===== src/rtl/gpio_bbm_pkg.sv =====
package gpio_bbm_pkg;
  localparam int ADDR_W = 3;

  typedef enum logic [ADDR_W-1:0] {
    A_PIN  = 3'd0,
    A_DIR  = 3'd1,
    A_OUT  = 3'd2,
    A_PULL = 3'd3,
    A_CTRL = 3'd4
  } gpio_addr_e;
endpackage


===== src/rtl/gpio_regs.sv =====
module gpio_regs
  import gpio_bbm_pkg::*;
#(
  parameter int W = 8
) (
  input  logic              clk,
  input  logic              rst,
  input  logic              wr_en,
  input  logic [ADDR_W-1:0] addr,
  input  logic [W-1:0]      wdata,
  output logic [W-1:0]      dir_q,
  output logic [W-1:0]      out_q,
  output logic [W-1:0]      pu_q,
  output logic              bbm_q,
  output logic              wr_dir
);
  logic wr_pin, wr_out, wr_pull, wr_ctrl;

  always_comb begin
    wr_pin  = wr_en && (addr == A_PIN);
    wr_dir  = wr_en && (addr == A_DIR);
    wr_out  = wr_en && (addr == A_OUT);
    wr_pull = wr_en && (addr == A_PULL);
    wr_ctrl = wr_en && (addr == A_CTRL);
  end

  always_ff @(posedge clk) begin
    if (rst) begin
      dir_q <= '0;
      out_q <= '0;
      pu_q  <= '0;
      bbm_q <= 1'b0;
    end else begin
      if (wr_dir)  dir_q <= wdata;
      if (wr_pull) pu_q  <= wdata;
      if (wr_ctrl) bbm_q <= wdata[0];
      if (wr_out)       out_q <= wdata;
      else if (wr_pin)  out_q <= out_q ^ wdata;
    end
  end


  toggle_inverts_chk: assert property (@(posedge clk) disable iff (rst)
    wr_pin |=> (out_q == ($past(out_q) ^ $past(wdata))));


  reset_clears_chk: assert property (@(posedge clk)
    rst |=> (dir_q == '0 && out_q == '0 && pu_q == '0 && !bbm_q));
endmodule


===== src/rtl/gpio_bbm_gate.sv =====
module gpio_bbm_gate #(
  parameter int W = 8
) (
  input  logic         clk,
  input  logic         rst,
  input  logic         bbm,
  input  logic         wr_dir,
  input  logic [W-1:0] wdata,
  input  logic [W-1:0] dir_q,
  output logic [W-1:0] oe
);
  logic [W-1:0] gap_q;
  logic [W-1:0] rising;

  always_comb rising = wdata & ~dir_q;

  always_ff @(posedge clk) begin
    if (rst) gap_q <= '0;
    else     gap_q <= (bbm && wr_dir) ? rising : '0;
  end

  always_comb oe = dir_q & ~gap_q;


  bbm_gap_chk: assert property (@(posedge clk) disable iff (rst)
    (bbm && wr_dir) |=> ((oe & $past(rising)) == '0));


  bbm_gap_ends_chk: assert property (@(posedge clk) disable iff (rst)
    (bbm && wr_dir) |=> ##1 ((oe & $past(rising, 2) & dir_q) == ($past(rising, 2) & dir_q)));


  release_now_chk: assert property (@(posedge clk) disable iff (rst)
    wr_dir |=> ((oe & ~$past(wdata)) == '0));


  no_gap_when_off_chk: assert property (@(posedge clk) disable iff (rst)
    (!bbm && wr_dir) |=> (oe == $past(wdata)));


  steady_pins_drive_chk: assert property (@(posedge clk) disable iff (rst)
    wr_dir |=> ((oe & $past(wdata & dir_q)) == $past(wdata & dir_q)));
endmodule


===== src/rtl/gpio_sync.sv =====
module gpio_sync #(
  parameter int W      = 8,
  parameter int STAGES = 2
) (
  input  logic         clk,
  input  logic         rst,
  input  logic [W-1:0] d,
  output logic [W-1:0] q
);
  logic [W-1:0] stage_q [STAGES];

  genvar s;
  generate
    for (s = 0; s < STAGES; s++) begin : g_stage
      always_ff @(posedge clk) begin
        if (rst) stage_q[s] <= '0;
        else if (s == 0) stage_q[s] <= d;
        else stage_q[s] <= stage_q[(s == 0) ? 0 : s-1];
      end
    end
  endgenerate

  always_comb q = stage_q[STAGES-1];
endmodule


===== src/rtl/gpio_bbm_port.sv =====
module gpio_bbm_port
  import gpio_bbm_pkg::*;
#(
  parameter int W           = 8,
  parameter int SYNC_STAGES = 2
) (
  input  logic              clk,
  input  logic              rst,
  input  logic              wr_en,
  input  logic [ADDR_W-1:0] addr,
  input  logic [W-1:0]      wdata,
  output logic [W-1:0]      rd_data,
  input  logic [W-1:0]      pad_in,
  output logic [W-1:0]      pad_oe,
  output logic [W-1:0]      pad_out,
  output logic [W-1:0]      pad_pu
);
  logic [W-1:0] dir_q, out_q, pu_q, oe_int, pin_sync;
  logic         bbm_q, wr_dir;

  gpio_regs #(.W(W)) u_regs (
    .clk(clk), .rst(rst), .wr_en(wr_en), .addr(addr), .wdata(wdata),
    .dir_q(dir_q), .out_q(out_q), .pu_q(pu_q), .bbm_q(bbm_q), .wr_dir(wr_dir)
  );

  gpio_bbm_gate #(.W(W)) u_gate (
    .clk(clk), .rst(rst), .bbm(bbm_q), .wr_dir(wr_dir), .wdata(wdata),
    .dir_q(dir_q), .oe(oe_int)
  );

  gpio_sync #(.W(W), .STAGES(SYNC_STAGES)) u_sync (
    .clk(clk), .rst(rst), .d(pad_in), .q(pin_sync)
  );

  always_ff @(posedge clk) begin
    if (rst) rd_data <= '0;
    else begin
      case (addr)
        A_PIN:   rd_data <= pin_sync;
        A_DIR:   rd_data <= dir_q;
        A_OUT:   rd_data <= out_q;
        A_PULL:  rd_data <= pu_q;
        A_CTRL:  rd_data <= {{(W-1){1'b0}}, bbm_q};
        default: rd_data <= '0;
      endcase
    end
  end

  // Reset releases every driver without waiting for a clock edge.
  always_comb begin
    pad_oe  = oe_int & {W{~rst}};
    pad_out = out_q;
    pad_pu  = pu_q;
  end


  input_tristate_chk: assert property (@(posedge clk) disable iff (rst)
    (pad_oe & ~dir_q) == '0);


  ctrl_read_chk: assert property (@(posedge clk) disable iff (rst)
    (addr == A_CTRL) |=> (rd_data[W-1:1] == '0));
endmodule


===== config.mk =====
export PLATFORM = sky130hd
export DESIGN_NAME = gpio_bbm_port
export DESIGN_NICKNAME = d
export VERILOG_FILES = /design/src/rtl/gpio_bbm_pkg.sv /design/src/rtl/gpio_regs.sv /design/src/rtl/gpio_bbm_gate.sv /design/src/rtl/gpio_sync.sv /design/src/rtl/gpio_bbm_port.sv
export SDC_FILE = /design/constraint.sdc
export NUM_CORES = 1
export LEC_CHECK = 0
export BUFFER_PORTS_ARGS = -buffer_cell sky130_fd_sc_hd__buf_2
export CAP_MARGIN = 5
export CORE_ASPECT_RATIO = 0.9
export CORE_MARGIN = 1
export CORE_UTILIZATION = 52
export CTS_CLUSTER_SIZE = 10
export DETAILED_ROUTE_END_ITERATION = 7
export HOLD_SLACK_MARGIN = 0.12
export PLACE_DENSITY = 0.81
export SLEW_MARGIN = 10
export SYNTH_ARGS = -nofsm -noshare
export SYNTH_HDL_FRONTEND = slang
export SYNTH_SLANG_ARGS = --single-unit

===== constraint.sdc =====
create_clock -name clk -period 1.7 [get_ports clk]
set_clock_uncertainty 0.1 [all_clocks]
set_input_delay 0.34 -clock clk [delete_from_list [all_inputs] [get_ports clk]]
set_output_delay 0.34 -clock clk [all_outputs]
set_load 0.01 [all_outputs]

==> reports/summary.txt <==
starting density of the core - 0.5473
warnings from Yosys - 0
final instance area - 2873 sq um
RD Place Congestion - 0.8080
max cap viols - 0
ys async rst share - 0
Synth cell types - 29
crit-path max FO - 4
Nets - 316
# DRC - 0
Resized cells post-CTS - 0
cell count after synthesis - 230
ranking of synthesized cells by area - dfxtp_1 (50%), mux2i_1 (10%), nor3b_1 (5.6%)
largest net degree at the start of global routing - 28
hold-fix buffers at CTS - 8
Setup Viol. Count Final - 0
Mean Syn Cell Area - 9.825 sq um
Syn Nets - 252
post-placement cell count - 323
final non-filler cell total - 347
Core Footprint - 4129 sq um
CTS Buffer Depth - 2
Critical Path Source - u_regs.dir_q[7]$_SDFFE_PP0P_
final wirelength - 5.215 mm
top cells by instance count after synthesis - dfxtp_1 (57), mux2i_1 (23), nor2_1 (20), nor3b_1 (17)
die height - 64.54 um
cell area power density - 958.5 nW/um^2
pins over their slew limit - 0
maximum VDD drop - 0.7229 mV
row cnt - 22
clk_lat worst skew - 0.34 ns
Fill cells - 335
IO buf count - 53
R2R Setup Slk - 0.51 ns
Multi-input gate area - 1042 sq um
final period utilization - 0.8903
Startpoint Class - flip-flop
Area growth, synth to finish - 27.13%
# diodes - 0
crit path capture type - primary output
Final TNS setup - 0 ns
Placement Setup Slack - 0.1190 ns
Final ANT Viol Nets - 0
H-tree level count - 3
Sink Count - 57
register area share after synthesis - 0.5050
Placement Cell Area - 2619 sq um
Lkg Pwr - 1.224 nW
RR Endpoint - rd_data[7]$_SDFF_PP0_
Reg clk slew, reported paths - 0.06 ns
EDFF count, synth - 0
cell taking the most area after synthesis - dfxtp_1
first-pass GRT wire length - 8.493 mm
DRT Pass-1 Iters - 4
share of layout cells above drive strength 1 - 0.2676
total track usage - 0.2558
Crit path required time - 1.26 ns
post-route minimum period - 1.514 ns
CTS tree - yes
Fin. Hold Viols - 0
vias in the first global route - 1,786
unrepaired setup endpoints after global routing - false
Top Ports - 54
Min-Delay Path Class - in -> reg
worst setup path end - pad_oe[7]
DRC marker count from the first detailed-route iteration - 186
Chip Width - 71.49 um
Final Power - 0.002754 W
global route total overflow - 0
Synth Flop Type - dfxtp_1
R2R Path Start - u_regs.out_q[7]$_SDFFE_PP0P_
max frequency - 660.7 MHz
outcome - completed
flops & latches, synth - 57
Mapped Area - 2260 sq um
full die area - 4613 sq um
worst-margin pin slew - 0.3773 ns
count leader, synth - dfxtp_1
initial antenna violation count - 0
post-CTS setup buffer count - 0
Hold Crit Start - wdata[1]
CTS Buf Count - 9
CP arrival - 1.07 ns
Reg2Reg Depth - 2
CTS root buf - clkbuf_8
routed vias/inst - 5.536
Max transition margin - 0.7471
Final HPWL DP - 3.543 mm
register area - 1141 sq um
vias - 1,921
critical path class - reg -> out
post-synth top area share - 0.5050
slack of the critical path - 0.1864 ns
drt wl/cell - 15.03 um
flip-flops by register name, summed over array words and instances (netlist names):
register / count
u_regs.pu_q: 8
u_regs.dir_q: 8
u_sync.stage_q: 16
u_regs.out_q: 8
u_regs.bbm_q: 1
rd_data: 8
u_gate.gap_q: 8
worst min path at each step:
stage | end | slack, ns | cells past startpoint
6_report | u_regs.pu_q[1]$_SDFFE_PP0P_ | 0.18 | 3
5_1_grt | u_regs.pu_q[5]$_SDFFE_PP0P_ | 0.18 | 3
4_1_cts | u_regs.pu_q[5]$_SDFFE_PP0P_ | 0.17 | 3
3_5_place_dp | u_sync.stage_q[1][2]$_SDFF_PP0_ | 0.33 | 1
3_3_place_gp | u_sync.stage_q[1][0]$_SDFF_PP0_ | 0.32 | 1
2_1_floorplan | u_sync.stage_q[1][0]$_SDFF_PP0_ | 0.31 | 1
cells in the final DEF, fill, tap and decap left out:
cell type      instances
and4bb_2               1
nand3b_4               1
clkbuf_8              11
dfxtp_1               57
o22ai_1                6
nor2b_1               16
or3b_1                 1
buf_4                  4
mux2i_1               23
and4b_1                1
o21a_1                 1
clkinv_2               3
mux4_2                 1
nor3b_2                1
o31a_1                 1
buf_12                 4
nor2_1                20
a21oi_1                8
nand2_1               16
dlygate4sd3_1          8
a31oi_1                8
nor3b_1               17
or2_2                  1
nand4b_1               1
clkbuf_1               2
and2_1                 6
buf_2                 53
nand3b_1               8
nand3_1                8
nor4bb_1               2
o21ai_0                8
nand2b_1               1
critical path, stage by stage (launching register included):
cell and delay (ns):
dfxtp_1 0.39, nor3b_1 0.19, buf_2 0.16
final cells by class:
cell class,count,area share
sequential,57,0.3972
clock inverter,3,0.005226
tap,48,0.02091
clock buffer,13,0.05531
multi-input combinational,157,0.3628
timing repair buffer,69,0.1585
metal layers:
layer,global-route usage,vias to the layer above,part of all wire
li1,-,932,-
met1,0.2964,903,0.43
met2,0.3964,69,0.47
met3,0.1213,17,0.080
met4,0.1275,0,0.027
met5,0,-,0
cells by family after synthesis:
family | count (synthesis) | synth area share
AND/OR/NAND/NOR | 101 | 0.2680
AO/OA/AOI/OAI | 32 | 0.08140
flip-flops | 57 | 0.5050
multiplexers | 24 | 0.1118
buffers and inverters | 16 | 0.03378
where the power goes:
part           leakage (nW)  switching (W)  total, W  internal, W
Clock                0.0932       0.000509   0.00111     0.000601
Sequential            0.464      0.0000245   0.00140      0.00137
Combinational         0.667       0.000126  0.000246     0.000120
Total                  1.22       0.000660   0.00275      0.00209
metrics by stage:
stage	hold WS, ns	util
6_report	0.1796	0.6958
3_3_place_gp	0.3248	0.6342
3_5_place_dp	0.3287	0.6342
2_1_floorplan	0.3138	-
4_1_cts	0.1677	0.6958
5_1_grt	0.1772	0.6958
Note: power is estimated with default switching activity, not from simulation.
